<file path="src/rtl/otg_role_pkg.sv">
package otg_role_pkg;

    typedef enum logic [3:0] {
        ST_B_IDLE      = 4'd0,
        ST_B_WAIT_PEER = 4'd1,
        ST_B_PERIPH    = 4'd2,
        ST_B_HOST      = 4'd3,
        ST_A_IDLE      = 4'd4,
        ST_A_VRISE     = 4'd5,
        ST_A_WAIT_PEER = 4'd6,
        ST_A_HOST      = 4'd7,
        ST_A_SUSPEND   = 4'd8,
        ST_A_PERIPH    = 4'd9,
        ST_A_VFALL     = 4'd10,
        ST_A_VBUS_ERR  = 4'd11
    } otg_state_e;

    localparam int NUM_TIMED = 2;

    typedef struct packed {
        logic id_a;
        logic vbus_ok;
        logic peer;
        logic bus_idle;
        logic hnp;
    } otg_status_t;

    typedef struct packed {
        logic suspend;
        logic resume;
        logic req_host;
        logic reclaim;
        logic clear_err;
    } otg_events_t;

    typedef struct packed {
        logic vbus_drive;
        logic host;
        logic periph;
    } otg_role_t;

    function automatic logic is_a_side(otg_state_e s);
        return (s >= ST_A_IDLE);
    endfunction

    function automatic logic sources_vbus(otg_state_e s);
        return (s >= ST_A_VRISE) && (s <= ST_A_PERIPH);
    endfunction

    function automatic otg_state_e timed_state(int idx);
        return (idx == 0) ? ST_A_VRISE : ST_A_WAIT_PEER;
    endfunction

endpackage

</file>
<file path="src/rtl/otg_wait_timer.sv">
module otg_wait_timer #(
    parameter int W = 16
) (
    input  logic         clk,
    input  logic         rst,
    input  logic         active,
    input  logic [W-1:0] limit,
    output logic         expired
);
    localparam logic [W-1:0] CNT_MAX = '1;

    logic [W-1:0] cnt;

    always_ff @(posedge clk) begin
        if (rst || !active) begin
            cnt <= '0;
        end else if (cnt != CNT_MAX) begin
            cnt <= cnt + 1'b1;
        end
    end

    assign expired = active && (cnt >= limit);
endmodule

</file>
<file path="src/rtl/otg_next_state.sv">
module otg_next_state
    import otg_role_pkg::*;
(
    input  otg_state_e  cur,
    input  otg_status_t st,
    input  otg_events_t ev,
    input  logic        vrise_expired,
    input  logic        bcon_expired,
    output otg_state_e  nxt
);
    always_comb begin
        nxt = cur;
        if (is_a_side(cur) && cur != ST_A_VFALL && !st.id_a) begin
            nxt = ST_A_VFALL;
        end else if (sources_vbus(cur) && cur != ST_A_VRISE && !st.vbus_ok) begin
            nxt = ST_A_VBUS_ERR;
        end else if (!is_a_side(cur) && cur != ST_B_IDLE && (st.id_a || !st.vbus_ok)) begin
            nxt = ST_B_IDLE;
        end else begin
            case (cur)
                ST_B_IDLE: begin
                    if (st.id_a)         nxt = ST_A_IDLE;
                    else if (st.vbus_ok) nxt = ST_B_WAIT_PEER;
                end
                ST_B_WAIT_PEER: begin
                    if (st.peer) nxt = ST_B_PERIPH;
                end
                ST_B_PERIPH: begin
                    if (ev.req_host && st.hnp && st.bus_idle) nxt = ST_B_HOST;
                end
                ST_B_HOST: begin
                    if (!st.peer) nxt = ST_B_PERIPH;
                end
                ST_A_IDLE: begin
                    nxt = ST_A_VRISE;
                end
                ST_A_VRISE: begin
                    if (st.vbus_ok)         nxt = ST_A_WAIT_PEER;
                    else if (vrise_expired) nxt = ST_A_VBUS_ERR;
                end
                ST_A_WAIT_PEER: begin
                    if (st.peer)           nxt = ST_A_HOST;
                    else if (bcon_expired) nxt = ST_A_VFALL;
                end
                ST_A_HOST: begin
                    if (!st.peer)         nxt = ST_A_WAIT_PEER;
                    else if (ev.suspend)  nxt = ST_A_SUSPEND;
                end
                ST_A_SUSPEND: begin
                    if (!st.peer)       nxt = st.hnp ? ST_A_PERIPH : ST_A_WAIT_PEER;
                    else if (ev.resume) nxt = ST_A_HOST;
                end
                ST_A_PERIPH: begin
                    if (ev.reclaim) nxt = ST_A_WAIT_PEER;
                end
                ST_A_VFALL: begin
                    if (!st.vbus_ok) nxt = st.id_a ? ST_A_IDLE : ST_B_IDLE;
                end
                ST_A_VBUS_ERR: begin
                    if (ev.clear_err) nxt = ST_A_VFALL;
                end
                default: nxt = ST_B_IDLE;
            endcase
        end
    end
endmodule

</file>
<file path="src/rtl/otg_role_decode.sv">
module otg_role_decode
    import otg_role_pkg::*;
(
    input  otg_state_e cur,
    output otg_role_t  role
);
    always_comb begin
        role.vbus_drive = sources_vbus(cur);
        role.host       = (cur == ST_A_HOST) || (cur == ST_B_HOST);
        role.periph     = (cur == ST_A_PERIPH) || (cur == ST_B_PERIPH);
    end
endmodule

</file>
<file path="src/rtl/otg_role_fsm.sv">
module otg_role_fsm
    import otg_role_pkg::*;
#(
    parameter int TMR_W = 16
) (
    input  logic             clk,
    input  logic             rst,
    input  logic             id_is_a,
    input  logic             vbus_ok,
    input  logic             peer_attached,
    input  logic             bus_idle,
    input  logic             hnp_en,
    input  logic             ev_bus_suspend,
    input  logic             ev_bus_resume,
    input  logic             ev_req_host,
    input  logic             ev_reclaim,
    input  logic             ev_clear_err,
    input  logic [TMR_W-1:0] vrise_limit,
    input  logic [TMR_W-1:0] bcon_limit,
    output logic [3:0]       state_code,
    output logic             vbus_drive,
    output logic             host_mode,
    output logic             periph_mode
);
    otg_state_e  state_q;
    otg_state_e  state_d;
    otg_status_t stat;
    otg_events_t evs;
    otg_role_t   role;

    logic [TMR_W-1:0] limits  [NUM_TIMED];
    logic             expired [NUM_TIMED];

    assign stat = '{id_a: id_is_a, vbus_ok: vbus_ok, peer: peer_attached,
                    bus_idle: bus_idle, hnp: hnp_en};
    assign evs  = '{suspend: ev_bus_suspend, resume: ev_bus_resume,
                    req_host: ev_req_host, reclaim: ev_reclaim,
                    clear_err: ev_clear_err};

    assign limits[0] = vrise_limit;
    assign limits[1] = bcon_limit;

    for (genvar gi = 0; gi < NUM_TIMED; gi++) begin : g_timer
        otg_wait_timer #(.W(TMR_W)) u_timer (
            .clk     (clk),
            .rst     (rst),
            .active  (state_q == timed_state(gi)),
            .limit   (limits[gi]),
            .expired (expired[gi])
        );
    end

    otg_next_state u_next (
        .cur           (state_q),
        .st            (stat),
        .ev            (evs),
        .vrise_expired (expired[0]),
        .bcon_expired  (expired[1]),
        .nxt           (state_d)
    );

    always_ff @(posedge clk) begin
        if (rst) state_q <= ST_B_IDLE;
        else     state_q <= state_d;
    end

    otg_role_decode u_decode (
        .cur  (state_q),
        .role (role)
    );

    assign state_code  = state_q;
    assign vbus_drive  = role.vbus_drive;
    assign host_mode   = role.host;
    assign periph_mode = role.periph;
endmodule

</file>
<file path="config.mk">
export PLATFORM = sky130hd
export DESIGN_NAME = otg_role_fsm
export DESIGN_NICKNAME = d
export VERILOG_FILES = /design/src/rtl/otg_role_pkg.sv /design/src/rtl/otg_wait_timer.sv /design/src/rtl/otg_next_state.sv /design/src/rtl/otg_role_decode.sv /design/src/rtl/otg_role_fsm.sv
export SDC_FILE = /design/constraint.sdc
export NUM_CORES = 1
export LEC_CHECK = 0
export BUFFER_PORTS_ARGS = -buffer_cell sky130_fd_sc_hd__buf_2
export CAP_MARGIN = 10
export CORE_ASPECT_RATIO = 1.25
export CORE_MARGIN = 3
export CORE_UTILIZATION = 50
export DETAILED_ROUTE_END_ITERATION = 6
export GPL_ROUTABILITY_DRIVEN = 0
export PLACE_DENSITY = 0.71
export SETUP_SLACK_MARGIN = 0.02
export SLEW_MARGIN = 20
export SYNTH_ARGS = -nofsm -noshare
export SYNTH_HDL_FRONTEND = slang
export SYNTH_SLANG_ARGS = --single-unit
export TNS_END_PERCENT = 50
</file>
<file path="constraint.sdc">
create_clock -name clk -period 5.55 [get_ports clk]
set_input_delay 0 -clock clk [delete_from_list [all_inputs] [get_ports clk]]
set_output_delay 0 -clock clk [all_outputs]
set_load 0.02 [all_outputs]
</file>
Word level (Yosys, flattened, before mapping)
Cells that the tools add are included.
Storage, ports and cells
  flip-flop bits (word level): 36
  output and inout port bits: 7
  word-level logic and storage cells: 110
Cells by class
  add/subtract/negate cells: 2
  magnitude comparators: 5
  equal/unequal tests: 48
  muxes and demuxes: 22
  reduce and logical (&&, ||, !) cells: 28
Operator list (count)
  $mux 4: 20
  $pmux 4 s12: 1
  $reduce_and 11->1: 3
  $add 16x1->16 const B: 2
  $ge 16x16->1: 2
  $ne 16x16->1 const B: 2
  $ne 6x3->1 const B: 4
  $ne 5x3->1 const B: 4
  $ne 5x5->1 const B: 4
  $eq 4x3->1 const B: 4
  $eq 4x4->1 const B: 4
  $ne 4x4->1 const B: 4
  $ne 3x3->1 const B: 5
  $ne 5x2->1 const B: 3
  $ne 2x2->1 const B: 6
  $ne 4x2->1 const B: 3
  $logic_and 1x1->1: 11
  $eq 4x2->1 const B: 2
  $ge 4x3->1 const B: 2
  $ne 6x6->1 const B: 1
  $logic_not 1->1: 5
  $logic_or 1x1->1: 5
  $eq 4x1->1 const B: 1
  $le 4x4->1 const B: 1
  other kinds (6): 6

Longest topological paths before layout
Gate-level depths: netlist (run 1).
  depth after elaboration: 8
  depth in mapped cells: 10

Cells and area by module
From an unflattened synthesis (run 1), not the netlist that was laid out.
Second synthesis, totals
  cells, all modules: 379
  area, all modules: 2944.1 sq um
Modules (own cells, without submodules)
  otg_wait_timer: instances 2, cells an instance 147, area each 1176.1 sq um, seq. area each 320.3 sq um
  otg_next_state: instances 1, cells an instance 67, area each 409.1 sq um, seq. area each 0.0 sq um
  otg_role_fsm: instances 1, cells an instance 10, area each 130.1 sq um, seq. area each 80.1 sq um
  otg_role_decode: instances 1, cells an instance 8, area each 52.6 sq um, seq. area each 0.0 sq um

Worst setup path after synthesis (run 1)
Ideal clock, no wire load.
  kind: register to register
  start point: reg g_timer[0].u_timer.cnt[13]
  end point: reg state_q[3] (netlist: state_code[3])
  setup time: 0.129 ns
  arrival time: 2.270 ns
  setup slack: 3.151 ns
  cell stages (with the launch flop): 10
  path buffers: 1
  period minus slack after synthesis: 2.399 ns
  cells stage by stage: dfxtp_1 > ha_1 > nand4_1 > or3_1 > o211ai_1 > a211oi_1 > or4_1 > buf_6 > a2111oi_4 > a211oi_1
On the way
  longest elaborated chain between the ends: 4
RTL lines
  start, declared: RTL line otg_wait_timer.sv:12  | logic [W-1:0] cnt;
  start signal, assigned: RTL line otg_wait_timer.sv:18  | cnt <= cnt + 1'b1;
  $ge 16x16->1: RTL line otg_wait_timer.sv:22  | assign expired = active && (cnt >= limit);
  $logic_and 1x1->1: RTL line otg_wait_timer.sv:22
  $ne 6x3->1 (no source line)
  $reduce_and 11->1 (no source line)
  end signal, assigned: RTL line otg_role_fsm.sv:64  | else state_q <= state_d;
  end, declared: RTL line otg_role_fsm.sv:25  | otg_state_e state_q;
Every way passes these cells.
A chain may end at the register's enable or synchronous reset.

Worst setup path in the final report (run 1)
Ends and elaborated chain as after synthesis.

==> out/metrics.yaml, run 1 <==
hold_path_class: "in2reg"
synth_xor_area_share_pct: 6.119
power_density_nw_per_um2: 285.0
via_per_inst: 5.633
io_pins: 51
cts_root_buf: "clkbuf_8"
synthTopCellsByCount: "nor2_1 (46), inv_1 (41), dfxtp_1 (36)"
synth_top_flop_cell: "dfxtp_1"
rsz0062_at_grt: "false"
setup_viol: 0
dr.pass1.iters: 4
clock.fmax_ghz: 0.3798
final.setup.tns_ps: 0
finalHoldViolCount: 0
ant_nets: 0
syn-num-nets: 453
synth_compound_area_share_pct: 19.45
peakVddDrop_uv: 150.1
crit_path_frequent_cell: "a211oi_1"
drive_gt1_share_pct: 15.31
start_util_pct: 52.24
drt-wirelength-per-cell_um: 13.05
nets: 495
fin_skew_ps: 6.223
period_share_pct: 47.44
slew_violations: 0
grt_use_total_pct: 19.50
relSlewSlack_pct: 52.63
netlist_area_sq_um: 2863
synth_edf_count: 0
cp_max_fo: 7
ys_async_sr_fraction_pct: 0
drt_wl_total_mm: 6.288
yosysWarningCount: 0
path_clk_slew_ps: 70
synth_top_area_share_pct: 25.17
seq_area_frac_synth_pct: 25.17
cts_max_path_buffers: 2
tightest_slew_ps: 709.6
dp_hpwl_mm: 4.936
crit_arrival_ps: 2790
worstPathRequired_ps: 5710
cts.sinks: 36
power_leakage_nw: 1.438
rows: 30
synth_seq_cells: 36
core_sq_um: 5480
grt_remaining_overflow: 0
min_period_ps: 2633
crit_path_end_kind: "flop"
grt_first_pass_wirelength_mm: 10.76
synth_area_leaders: "dfxtp_1 (25%), ha_1 (15%), nor2_1 (6.0%)"
slowest_stage: "or4_1"
timing.hold.ws_ps: 197.5
syn_area_per_cell_sq_um: 7.634
worstPathCellList: "ha_1 -> nand4_1 -> or3_1 -> o211ai_1 -> a211oi_1 -> or4_1 -> a2111oi_4 -> a211oi_1"
crit_family: "simple AND/OR/NAND/NOR gates"
ctsResizeCount: 0
synth_cells: 375
synth-simple-area-share_pct: 24.13
clock_latency_ps: 280
cp-start-kind: "flop"
synth_top_area_cell: "dfxtp_1"
status: "complete, no violations"
vias: 2715
cts_setup_buffers: 0
synth_top_family_by_area: "simple AND/OR/NAND/NOR gates"
dieWidth_um: 73.68
grt_start_max_net_pins: 24
drc: 0
grt_pass1_vias: 2556
cts_tree: "built"
final_util_pct: 58.72
critical_path_class: "reg2reg"
port_buffers: 50
yosysMostFrequentCell: "nor2_1"
antenna_cells: 0
dieArea_sq_um: 6675
area_growth_pct: 12.41
synthMuxAreaShare_pct: 2.185
ys_types: 50
htree_num_levels: 2
slowest_delay_ps: 660
cts_buffers: 5
drt_iter0_drc: 112
antenna_found_initial: 0
synth_fa_ha_area_share_pct: 14.86
fp.dieH_um: 90.60
maxCapViolations: 0
timing.critical_path.buf_inv: 0
==> layout make-up <==
class,count,area [sq um]
fill,537,2262
multi-input combinational,282,1911
clock inverter,2,10.01
sequential,36,720.7
timing repair buffer,51,260.3
tap,64,80.08
inverter,41,153.9
clock buffer,6,82.58
==> cell families (layout without fill, tap and decap cells) <==
kind of cell | after synthesis | count (layout)
adders and majority gates | 34 | 34
and+or+nand+nor | 141 | 141
AOI/OAI and AO/OA | 81 | 81
muxes | 6 | 6
xor gates and xnor gates | 20 | 20
buffers and inverters | 57 | 100
DFF | 36 | 36
==> state kept, by name (all words and copies together) (netlist names) <==
| register | cells |
|---|---|
| state_code | 4 |
| g_timer.u_timer.cnt | 32 |
==> layout by cell type (no fill, tap or decap), types with 2 or more instances in the layout <==
cell | netlist | final
o21bai_1 | 2 | 2
a211oi_1 | 9 | 9
clkbuf_8 | 0 | 6
mux2i_1 | 4 | 4
and3_1 | 2 | 2
a2111oi_0 | 2 | 2
o211ai_1 | 2 | 2
and2_1 | 5 | 5
o22ai_1 | 2 | 2
nand2b_1 | 7 | 7
nor3_1 | 7 | 7
a22o_1 | 3 | 3
clkinv_2 | 0 | 2
inv_1 | 41 | 41
o32ai_1 | 2 | 2
nand4_1 | 13 | 13
nor2_1 | 46 | 46
o21a_1 | 2 | 2
or3_1 | 7 | 7
a311oi_1 | 2 | 2
and4_1 | 2 | 2
xor2_1 | 15 | 15
buf_2 | 2 | 50
a31oi_1 | 2 | 2
nor2b_1 | 4 | 4
nor4_1 | 2 | 2
a21oi_1 | 23 | 23
ha_1 | 34 | 34
xnor2_1 | 5 | 5
a221oi_1 | 2 | 2
nand3_1 | 16 | 16
mux2_2 | 2 | 2
o21ai_0 | 15 | 15
dfxtp_1 | 36 | 36
nand2_1 | 24 | 24
a21o_1 | 2 | 2
or4_1 | 2 | 2
o31ai_1 | 3 | 3
==> final timing paths <==
| check | start | endpoint | slack [ps] | cells after the start |
|---|---|---|---|---|
| setup reg to reg | g_timer[0].u_timer.cnt[13] | state_code[3] | 2920 | 8 |
| hold / removal | id_is_a | state_code[2] | 200 | 3 |
| hold reg to reg | g_timer[0].u_timer.cnt[8] | g_timer[0].u_timer.cnt[8] | 520 | 2 |
| setup / recovery | g_timer[0].u_timer.cnt[13] | state_code[3] | 2920 | 8 |
==> per-stage QoR <==
stage | setup WS, ps | power, mW | instances | cell area, sq um
3_5_place_dp | 2913 | 0.7272 | 473 | 3115
2_1_floorplan | 3151 | 0.6564 | 375 | 2863
4_1_cts | 2895 | 0.9188 | 482 | 3218
6_report | 2917 | 0.9171 | 482 | 3218
5_1_grt | 2712 | 0.9815 | 482 | 3218
3_3_place_gp | 3001 | 0.7201 | 473 | 3115
==> what timing repair did <==
item,CTS,global route
setup endpoints to repair,0,0
hold buffers,1,0
hold endpoints to repair,2,0
==> power breakdown <==
part           switching, mW  leakage [nW]  internal (mW)
Combinational          0.219          1.10          0.177
Clock                 0.0916        0.0510         0.0990
Sequential            0.0582         0.291          0.273
==> tightest hold or removal path, cell delays in order <==
cell and delay (ps):
buf_2 150, o21bai_1 230, a2111oi_2 60
==> routing by layer <==
layer	global-route usage, %	vias up	routed length (um)
met4	6.193	0	81
met5	0	-	0
li1	-	1406	-
met2	33.58	56	3057
met1	23.92	1243	2889
met3	3.452	10	259
Note: power is estimated with default switching activity, not from simulation.
==> run 2, diff against run 1 <==
Settings changed: PLACE_DENSITY 0.71 to 0.73.
Clock period 5.55 ns to 2.3 ns, I/O delays scaled along.
==> out/metrics.yaml, run 2 (same netlist as run 1, synthesis figures left out) <==
htree_num_levels: 2  # unchanged
fp.dieH_um: 90.60  # unchanged
hold_path_class: "in2reg"
timing.hold.ws_ps: 304.7  # +107.1 ps
tightest_slew_ps: 600.6  # -109.0 ps
power_leakage_nw: 1.665  # +16%
cp-start-kind: "flop"
nets: 535  # +8.1%
grt_remaining_overflow: 0  # unchanged
layout_commonest_cell: "buf_2"
cts_tree: "built"
cts.sinks: 36  # unchanged
grt_use_total_pct: 21.80  # +2.3 points
dr.pass1.iters: 5  # +1
min_period_ps: 2361  # -271.9 ps
port_buffers: 50  # unchanged
grt_first_pass_wirelength_mm: 12.08  # +12%
p_int_mw: 1.426  # +160%
clockPowerShare_pct: 18.6  # -2.2 points
dieArea_sq_um: 6675  # unchanged
antenna_found_initial: 0  # unchanged
period_share_pct: 102.7  # +55 points
start_util_pct: 52.24  # unchanged
p_comb_share_pct: 52.4  # +9.2 points
grt_start_max_net_pins: 17  # -29%
drt-wirelength-per-cell_um: 13.90  # +6.5%
fin_skew_ps: 9.363  # +3.140 ps
cts_root_buf: "clkbuf_8"
area_growth_pct: 29.55
cp_max_fo: 7  # unchanged
via_per_inst: 5.682  # +0.87%
fin_ws_ps: -60.98  # -2978 ps
io_pins: 51  # unchanged
layout_common_cells: "buf_2 (50), nor2_1 (46), inv_1 (40), buf_4 (40), ha_1 (27)"
worstPathRequired_ps: 2500  # -3210 ps
slew_violations: 0  # unchanged
final.setup.tns_ps: -112.0  # -112.0 ps
drc: 0  # unchanged
total_power_mw: 2.460  # +170%
multiInputGateArea_sq_um: 2088  # +9.3%
p_sw_mw: 1.034  # +180%
setup_viol: 2  # +2
vias: 2966  # +9.2%
regArea_sq_um: 738.2  # +2.4%
cts_max_path_buffers: 2  # unchanged
violations: "negative setup slack"
crit_arrival_ps: 2560  # -230 ps
dp_hpwl_mm: 5.587  # +13%
num-fill-cells: 468  # -13%
rsz0062_at_grt: "true"
cts_buffers: 5  # unchanged
peakVddDrop_uv: 369.8  # +150%
path_clk_slew_ps: 80  # about the same
maxCapViolations: 0  # unchanged
drive_gt1_share_pct: 29.04  # +14 points
dieWidth_um: 73.68  # unchanged
crit_path_end_kind: "flop"
grt_pass1_vias: 2915  # +14%
clock_latency_ps: 300  # +20 ps
drt_wl_total_mm: 7.254  # +15%
top_register: "g_timer.u_timer.cnt"
status: "finished, violations left"
ant_nets: 0  # unchanged
critical_path_class: "reg2reg"
rows: 30  # unchanged
relSlewSlack_pct: 59.96  # +7.3 points
power_density_nw_per_um2: 663.3  # +130%
drt_iter0_drc: 178  # +59%
finalHoldViolCount: 0  # unchanged
pwr-share-seq_pct: 29.0  # -7.1 points
clock.fmax_ghz: 0.4236  # +12%
largest_register_ffs: 32  # unchanged
antenna_cells: 0  # unchanged
core_sq_um: 5480  # unchanged
switching_share_pct: 42.03  # +1.8 points
## run 2: cell count changes in the layout (fill, tap and decap cells not counted), sizes merged
cell | previous run | this run
clkbuf | 6 | 5
buf | 50 | 90
clkinv | 2 | 3
## run 2: area by class of cell
| class | instances | share of cell area, % |
|---|---|---|
| clock inverter | 3 | 0.5061 |
| clock buffer | 5 | 1.856 |
| sequential | 36 | 19.91 |
| tap | 64 | 2.159 |
| inverter | 41 | 4.150 |
| multi-input combinational | 282 | 56.31 |
| timing repair buffer | 91 | 15.11 |
## run 2: metal layers
| metal | wire (um) | vias to the layer above | track usage (%) |
|---|---|---|---|
| li1 | - | 1487 | - |
| met1 | 3040 | 1359 | 27.49 |
| met2 | 3715 | 100 | 37.65 |
| met3 | 365 | 20 | 2.339 |
| met4 | 133 | 0 | 7.100 |
| met5 | 0 | - | 0 |
## run 2: worst paths after layout
path	slack (ps)	startpoint	endpoint	depth (start not counted)
worst max-delay path	-60	g_timer[1].u_timer.cnt[0]	state_code[1]	9
worst min-delay path	300	id_is_a	state_code[0]	3
worst max register to register	-60	g_timer[1].u_timer.cnt[0]	state_code[1]	9
worst min register to register	550	g_timer[0].u_timer.cnt[4]	g_timer[0].u_timer.cnt[4]	2
## run 2: repair_timing
action,4_1_cts,5_1_grt
hold buffers,1,0
pin swaps,4,4
endpoints found under the hold margin,2,0
setup buffers,0,2
resized for setup,4,23
setup endpoints to repair,4,7
## run 2: through the flow
stage	util, %	cell area, sq um	instances	setup WS, ps
after global placement	62.97	3451	511	-123.2
after detailed placement	62.97	3451	511	-221.1
after CTS	64.95	3560	520	-46.47
final	67.67	3709	522	-60.98
after global routing	67.67	3709	522	-132.1
after floorplan	-	2913	375	14.61
## run 2: worst max-delay path, cell delays in order, from the launching register on
cell,delay [ps]
dfxtp_2,340
inv_2,50
ha_4,250
nand2b_4,120
a2111oi_4,70
o31ai_2,300
a211oi_2,120
or4_4,590
and2_4,210
a211oi_1,220
## run 2: power groups by stage
stage	registers, mW	logic [mW]	clock network (mW)
floorplan	0.738	0.843	0
global placement	0.724	1.08	0
detailed placement	0.724	1.12	0
CTS	0.709	1.14	0.464
global route	0.721	1.40	0.494
finish	0.714	1.29	0.457
